## config.mk

```make
export PLATFORM = sky130hd
export DESIGN_NAME = dpa_busy_arbiter
export DESIGN_NICKNAME = d
export VERILOG_FILES = /design/src/rtl/dpa_pkg.sv /design/src/rtl/dpa_collide.sv /design/src/rtl/dpa_incumbent.sv /design/src/rtl/dpa_wr_gate.sv /design/src/rtl/dpa_busy_arbiter.sv
export SDC_FILE = /design/constraint.sdc
export NUM_CORES = 1
export LEC_CHECK = 0
export ABC_AREA = 1
export BUFFER_PORTS_ARGS = -buffer_cell sky130_fd_sc_hd__buf_2
export CAP_MARGIN = 30
export CORE_ASPECT_RATIO = 0.7
export CORE_MARGIN = 1
export CORE_UTILIZATION = 30
export DETAILED_ROUTE_END_ITERATION = 12
export PLACE_DENSITY = 0.55
export SYNTH_ARGS = -nofsm -noshare
export SYNTH_HDL_FRONTEND = slang
export SYNTH_SLANG_ARGS = --single-unit
```

## constraint.sdc

```tcl
create_clock -name clk -period 1.6 [get_ports clk]
set_input_delay 0.32 -clock clk [delete_from_list [all_inputs] [get_ports clk]]
set_output_delay 0.32 -clock clk [all_outputs]
set_load 0.01 [all_outputs]
```

## src/rtl/dpa_pkg.sv

```systemverilog
package dpa_pkg;

  typedef enum logic {
    WIN_LEFT  = 1'b0,
    WIN_RIGHT = 1'b1
  } win_e;

  // Right wins only when it alone already held the location.
  function automatic win_e pick_winner(input logic left_holds, input logic right_holds);
    if (right_holds && !left_holds) return WIN_RIGHT;
    return WIN_LEFT;
  endfunction

  function automatic logic gate_write(input logic en, input logic wr_req, input logic busy);
    return en & wr_req & ~busy;
  endfunction

endpackage

```

## src/rtl/dpa_collide.sv

```systemverilog
module dpa_collide #(
  parameter int ADDR_W = 13
) (
  input  logic              a_en,
  input  logic [ADDR_W-1:0] a_addr,
  input  logic              b_en,
  input  logic [ADDR_W-1:0] b_addr,
  output logic              collide
);

  logic same_addr;

  assign same_addr = (a_addr == b_addr);
  assign collide   = a_en & b_en & same_addr;

endmodule

```

## src/rtl/dpa_incumbent.sv

```systemverilog
module dpa_incumbent #(
  parameter int ADDR_W = 13
) (
  input  logic              clk,
  input  logic              rst_n,
  input  logic              en,
  input  logic [ADDR_W-1:0] addr,
  input  logic              busy,
  output logic              holds
);

  logic              held_q;
  logic [ADDR_W-1:0] addr_q;

  always_ff @(posedge clk) begin
    if (!rst_n) begin
      held_q <= 1'b0;
      addr_q <= '0;
    end else begin
      held_q <= en & ~busy;
      addr_q <= addr;
    end
  end

  // The port continues an unblocked access at the same address.
  assign holds = held_q & (addr_q == addr);

  AST_HOLD_AFTER_RESET: assert property (@(posedge clk) disable iff (!rst_n)
    !$past(rst_n) |-> !holds) else $error("holder survived reset");

endmodule

```

## src/rtl/dpa_wr_gate.sv

```systemverilog
module dpa_wr_gate
  import dpa_pkg::*;
(
  input  logic en,
  input  logic wr_req,
  input  logic busy,
  output logic wr_en
);

  assign wr_en = gate_write(en, wr_req, busy);

endmodule

```

## src/rtl/dpa_busy_arbiter.sv

```systemverilog
module dpa_busy_arbiter
  import dpa_pkg::*;
#(
  parameter int ADDR_W = 13
) (
  input  logic              clk,
  input  logic              rst_n,
  input  logic              master_mode,
  input  logic              l_en,
  input  logic [ADDR_W-1:0] l_addr,
  input  logic              l_wr_req,
  input  logic              l_busy_n_in,
  input  logic              r_en,
  input  logic [ADDR_W-1:0] r_addr,
  input  logic              r_wr_req,
  input  logic              r_busy_n_in,
  output logic              l_busy_n,
  output logic              r_busy_n,
  output logic              l_wr_en,
  output logic              r_wr_en
);

  localparam int NPORT = 2;
  localparam int LEFT  = 0;
  localparam int RIGHT = 1;

  logic [NPORT-1:0]  en_v;
  logic [NPORT-1:0]  wr_req_v;
  logic [NPORT-1:0]  busy_in_n_v;
  logic [NPORT-1:0]  holds_v;
  logic [NPORT-1:0]  arb_busy_v;
  logic [NPORT-1:0]  busy_eff_v;
  logic [NPORT-1:0]  wr_en_v;
  logic [ADDR_W-1:0] addr_v [NPORT];

  logic collide;
  logic fresh_clash;
  logic kept_clash;
  win_e winner;

  assign en_v        = {r_en, l_en};
  assign wr_req_v    = {r_wr_req, l_wr_req};
  assign busy_in_n_v = {r_busy_n_in, l_busy_n_in};
  assign addr_v[LEFT]  = l_addr;
  assign addr_v[RIGHT] = r_addr;

  dpa_collide #(.ADDR_W(ADDR_W)) u_collide (
    .a_en    (l_en),
    .a_addr  (l_addr),
    .b_en    (r_en),
    .b_addr  (r_addr),
    .collide (collide)
  );

  for (genvar p = 0; p < NPORT; p++) begin : g_port
    dpa_incumbent #(.ADDR_W(ADDR_W)) u_inc (
      .clk   (clk),
      .rst_n (rst_n),
      .en    (en_v[p]),
      .addr  (addr_v[p]),
      .busy  (busy_eff_v[p]),
      .holds (holds_v[p])
    );

    dpa_wr_gate u_gate (
      .en     (en_v[p]),
      .wr_req (wr_req_v[p]),
      .busy   (busy_eff_v[p]),
      .wr_en  (wr_en_v[p])
    );
  end

  assign winner      = pick_winner(holds_v[LEFT], holds_v[RIGHT]);
  assign fresh_clash = collide & ~|holds_v;
  assign kept_clash  = collide & |holds_v;

  assign arb_busy_v[LEFT]  = master_mode & collide & (winner == WIN_RIGHT);
  assign arb_busy_v[RIGHT] = master_mode & collide & (winner == WIN_LEFT);

  assign busy_eff_v = master_mode ? arb_busy_v : ~busy_in_n_v;

  assign l_busy_n = master_mode ? ~arb_busy_v[LEFT]  : 1'b1;
  assign r_busy_n = master_mode ? ~arb_busy_v[RIGHT] : 1'b1;
  assign l_wr_en  = wr_en_v[LEFT];
  assign r_wr_en  = wr_en_v[RIGHT];

  AST_NO_FALSE_BUSY: assert property (@(posedge clk) disable iff (!rst_n)
    master_mode && !collide |-> l_busy_n && r_busy_n) else $error("busy without clash");

  AST_FRESH_LEFT_WINS: assert property (@(posedge clk) disable iff (!rst_n)
    master_mode && fresh_clash |-> l_busy_n && !r_busy_n) else $error("tie not to left");

  AST_ONE_BUSY: assert property (@(posedge clk) disable iff (!rst_n)
    l_busy_n || r_busy_n) else $error("both ports busy");

  AST_RIGHT_KEEPS: assert property (@(posedge clk) disable iff (!rst_n)
    $past(rst_n) && $past(master_mode && r_en && r_busy_n) && master_mode && collide
    && (r_addr == $past(r_addr)) |-> r_busy_n && !l_busy_n) else $error("incumbent lost");

  AST_KEPT_ONE_SIDE: assert property (@(posedge clk) disable iff (!rst_n)
    master_mode && kept_clash |-> (l_busy_n != r_busy_n)) else $error("kept clash unflagged");

  AST_WR_BLOCK_L: assert property (@(posedge clk) disable iff (!rst_n)
    !l_busy_n |-> !l_wr_en) else $error("left write while busy");

  AST_WR_BLOCK_R: assert property (@(posedge clk) disable iff (!rst_n)
    !r_busy_n |-> !r_wr_en) else $error("right write while busy");

  AST_SLAVE_QUIET: assert property (@(posedge clk) disable iff (!rst_n)
    !master_mode |-> l_busy_n && r_busy_n) else $error("slave drove busy");

  AST_SLAVE_INHIBIT: assert property (@(posedge clk) disable iff (!rst_n)
    !master_mode && (!l_busy_n_in || !r_busy_n_in) |->
    (l_busy_n_in || !l_wr_en) && (r_busy_n_in || !r_wr_en)) else $error("inhibit ignored");

endmodule

```

# Yosys cells after proc, flatten, opt, wreduce, memory -nomap -nowiden
# Index checks and enable logic that the tools add are counted.
[word_totals]
reg_bits = 28
input_bits = 35
out_inout_bits = 4
word_cells = 34
[op_classes]
eq_ne = 3
mux = 6
n_bitwise = 19
reduce_logical = 2
[op_table]
columns = ["cell", "count"]
rows = [
  ["$eq 13x13->1", 3],
  ["$and 1x1->1", 13],
  ["$mux 1", 5],
  ["$not 1->1", 5],
  ["$mux 2", 1],
  ["$not 2->2", 1],
  ["$logic_and 1x1->1", 1],
  ["$logic_not 1->1", 1],
]

# Logic depth before layout (Yosys ltp)
[logic_depth]
word_depth = 11
ltp_mapped = 12
ltp_nobuf = 12

# Hierarchy
# Synthesis repeated with hierarchy kept, for this count alone.
[unflattened]
cells_unflattened = 296
hier_area_um2 = 1634.1
[by_module_without_submodules]
columns = ["mod", "instances", "cells_per_inst", "area_each_um2", "seq_area_each_um2"]
rows = [
  ["dpa_incumbent", 2, 106, 648.1, 280.3],
  ["dpa_collide", 1, 68, 267.8, 0.0],
  ["dpa_busy_arbiter", 1, 12, 50.0, 0.0],
  ["dpa_wr_gate", 2, 2, 10.0, 0.0],
]

# Least setup slack after synthesis
# OpenSTA, ideal clock, no wires.
[synth_timing]
path_kind = "reg2out"
start = "register g_port[1].u_inc.addr_q[11]"
end = "output port r_wr_en"
arrival_time_ns = 1.075
required_ns = 1.280
path_slack_ns = 0.205
path_stages_with_launch = 13
path_buffers = 0
cell_sequence = "dfxtp_1 inv_1 nand2_1 nand2_1 inv_1 nand2_1 nor2_1 nand2_1 nor2_2 nand2_1 nand2_1 nand2_1 nor2_1"
[synth_between]
elab_chain_len = 10
[synth_lines]
columns = ["item", "line_no", "source"]
rows = [
  ["start: declaration", "dpa_incumbent.sv:13", "logic [ADDR_W-1:0] addr_q;"],
  ["start signal: assignment", "dpa_incumbent.sv:21", "addr_q <= addr;"],
  ["$eq 13x13->1", "dpa_incumbent.sv:26", "assign holds = held_q & (addr_q == addr);"],
  ["$and 1x1->1", "dpa_incumbent.sv:26", ""],
  ["$logic_and 1x1->1", "dpa_pkg.sv:10", "if (right_holds && !left_holds) return WIN_RIGHT;"],
  ["$mux 1", "dpa_pkg.sv:10", ""],
  ["$mux 1", "dpa_pkg.sv:11", "return WIN_LEFT;"],
  ["$not 1->1", "dpa_busy_arbiter.sv:78", "assign arb_busy_v[RIGHT] = master_mode & collide & (winner == WIN_LEFT);"],
  ["$and 1x1->1", "dpa_busy_arbiter.sv:78", ""],
  ["$mux 2", "dpa_busy_arbiter.sv:80", "assign busy_eff_v = master_mode ? arb_busy_v : ~busy_in_n_v;"],
  ["$not 1->1", "dpa_pkg.sv:15", "return en & wr_req & ~busy;"],
  ["$and 1x1->1", "dpa_pkg.sv:15", ""],
  ["end: declaration", "dpa_busy_arbiter.sv:20", "output logic r_wr_en"],
]
# Every way passes these cells.

# Worst setup path after layout
[layout_timing]
start = "register g_port[1].u_inc.addr_q[3]"
end = "output port r_wr_en"
# Same word-level chain as after synthesis.

==> run metrics <==
CP Max Fanout=2; min Tclk post-route=1958 ps; slowest CP cell=dfxtp_1; FF-to-FF Start=g_port[1].u_inc.addr_q[3]$_SDFF_PN0_; Critical R2R Capture=g_port[1].u_inc.held_q$_SDFF_PN0_; HP Class=primary input to register; Final #Nets=426; FF+latch count, synth=28; maximum VDD drop=0.0002583 V; Tot GR Track Use=0.1666; Final setup viols=4; Via-to-Cell Ratio=4.174; pwr dens=669.2 nW/um^2; Synth Instances=324; DP HPWL=4007 um; Worst path depth=13; vias in the first global route=1616; H-tree levels=1; Worst Setup End Kind=output pin; setup ws final=-357.8 ps; total gr overflow=0; Synth area leaders=dfxtp_1 31%, nand2_1 26%, inv_1 16%; Clock Sink Count=28; Mapped Area=1815 sq um; DIE AREA=6372 sq um; crit path cell chain=inv_1 -> nand2_1 -> nand2_1 -> inv_1 -> nand2_1 -> nor2_2 -> nand2_1 -> nor2_2 -> nand2_1 -> nand2_2 -> nand2_2 -> nor2_1 -> buf_2; drt drc=0; DRT Pass-1 Iters=4; Setup crit start=g_port[1].u_inc.addr_q[3]$_SDFF_PN0_; Reg2Reg Depth=14; DP Area=2288 sq um; r2r setup slk=80 ps; Net Count, Synth=359; DR iter-0 viols=78; layout cells sized above 1=0.3128; Top delay family on crit path=simple AND/OR/NAND/NOR gates; Die Wd=94.98 um; Final Util=0.4281; top cell type's share of synthesized area=0.3088; Crit path required time=1280 ps; Max Clock Freq=510.8 MHz; clock-pin transition on the worst setup and hold timing paths=100 ps; Die Height=67.09 um; failing checks=setup timing; maxcap violations=0; # fillers=639; post-route ant nets=0; Worst-Margin Slew=323.5 ps; Distinct cells, synth=22; CTS buffer count=3; Final Slew Violations=0; outcome=complete, but fails checks; Ports=39; clk_lat worst skew=290 ps; most frequent CP cell=nand2_1; WL/cell=10.55 um; Tcrit/Tclk final=1.224; Avg Synthesized Cell Area=5.603 sq um; Fin. Hold Viols=0; leakage=1.456 nW; Slew Limit Headroom=0.7843; slowest stage delay, CP=340 ps; Max clock buf depth=2; Crit Path Class=register to output pin; Root Buffer=clkbuf_8; # hold bufs at CTS=0; design area=2476 sq um; total number of vias=1941; pin count of the biggest net entering global routing=16; Port Buffers=38; CP Launch Type=register; WP buf/inv=3; core area=5784 sq um; sequential share of the synthesized area=0.3088; CP arrival=1640 ps; Synth area leader=dfxtp_1; Placed Cells=459; Clock Skew=6.637 ps; post-synthesis to final-layout area growth=36.39%; wire length of the first global-routing pass=7914 um; CP endpoint=r_wr_en; GPL Wtd Cong=0.8213; Yosys Warn Count=0; unrepaired setup endpoints after global routing=yes; FP Rows=23; total length of routed wires=4904 um; CTS tree=done; initial antenna violation count=0; fin cells=465; n_diodes=0; Initial Util=0.3139
## sequential cells by signal, summed over array words and instances (netlist names)
register	count
g_port.u_inc.addr_q	26
g_port.u_inc.held_q	2
## worst min-delay path by stage
stage               cells past startpoint  slack (ps)                                    to       from
global route                            3         260  g_port[0].u_inc.addr_q[7]$_SDFF_PN0_  l_addr[7]
detailed placement                      3         560  g_port[1].u_inc.addr_q[0]$_SDFF_PN0_  r_addr[0]
finish                                  3         270  g_port[0].u_inc.addr_q[7]$_SDFF_PN0_  l_addr[7]
global placement                        3         560  g_port[1].u_inc.addr_q[0]$_SDFF_PN0_  r_addr[0]
CTS                                     3         260  g_port[1].u_inc.addr_q[0]$_SDFF_PN0_  r_addr[0]
floorplan                               2         410  g_port[0].u_inc.addr_q[0]$_SDFF_PN0_  l_addr[0]
## timing repair
item,in CTS,in global routing
setup buffers,1,1
pin swaps,4,20
endpoints found under the setup margin,4,5
resized for setup,15,32
## per-layer routing
| metal | track usage | wire (um) | vias to the layer above | share of wire |
|---|---|---|---|---|
| met5 | 0 | 0 | - | 0 |
| met4 | 0.02841 | 26 | 0 | 0.0053 |
| li1 | - | - | 1072 | - |
| met2 | 0.2347 | 1816 | 45 | 0.37 |
| met3 | 0.03767 | 267 | 5 | 0.054 |
| met1 | 0.2536 | 2794 | 819 | 0.57 |
## synth_stat cells (all sizes together)
master   instances
nand3b           2
nor2b            1
o21ai            5
o2111ai          1
nand3           13
nand4            4
o21a             2
nor3             5
a21boi           1
nor2            35
clkbuf           3
nand2          126
inv             82
o211ai           1
and3             2
o22ai            1
xor2             4
xnor2            8
dfxtp           28
## layout make-up
class | count | area (sq um) | area share
sequential | 28 | 574.3 | 0.2319
inverter | 82 | 307.8 | 0.1243
multi-input combinational | 211 | 1032 | 0.4169
timing repair buffer | 65 | 412.9 | 0.1668
tap | 75 | 93.84 | 0.03790
clock buffer | 4 | 55.05 | 0.02223
## power breakdown
part / leakage [nW] / internal [mW] / total [mW] / switching (mW)
sequential: 0.236 / 0.738 / 0.757 / 0.0191
combinational: 1.19 / 0.193 / 0.435 / 0.242
clock: 0.0288 / 0.221 / 0.465 / 0.244
total: 1.46 / 1.15 / 1.66 / 0.505
## cell usage in the layout, fill, tap and decap left out, types with 2 or more instances in the layout
cell type and n:
nor2_1 27, inv_1 70, o21ai_0 4, buf_2 38, buf_6 2, nand3b_1 2
and3_1 2, xnor2_1 7, nand2_1 112, nand3_2 3, inv_2 12, xor2_1 4
o21a_1 2, nor2_2 8, nand4_1 4, nand2_2 14, dfxtp_1 17, dfxtp_2 11
buf_4 24, nor3_2 3, clkbuf_8 4, nand3_1 10
## kinds of logic (layout without fill, tap and decap cells)
family | Yosys count | count (layout) | synth area share
AOI/OAI and AO/OA | 11 | 11 | 0.03860
xor gates and xnor gates | 12 | 12 | 0.05789
buffers and inverters | 85 | 151 | 0.1757
DFF | 28 | 28 | 0.3088
and+or+nand+nor | 188 | 188 | 0.4190
## through the flow
stage / hold slack [ps] / setup TNS, ps / power [mW] / setup WS, ps
after floorplan: 413.5 / 0 / 0.9760 / 205.2
after global placement: 557.3 / -620.6 / 1.164 / -179.5
after detailed placement: 560.7 / -629.6 / 1.167 / -169.0
after CTS: 260.9 / -1043 / 1.651 / -297.3
after global routing: 263.9 / -1807 / 1.761 / -501.3
final: 271.4 / -1236 / 1.657 / -357.8
## worst reg2reg max path: stages, from the launching register on
cell	delay [ps]
dfxtp_1	340
inv_1	40
nand2_1	70
nand2_1	50
inv_1	50
nand2_1	60
nor2_2	130
nand2_1	80
nor2_2	150
nand2_1	80
nand2_2	70
nand2_2	50
buf_4	120
buf_4	120
nor2_2	70
Power figures use the tool's default switching activity.
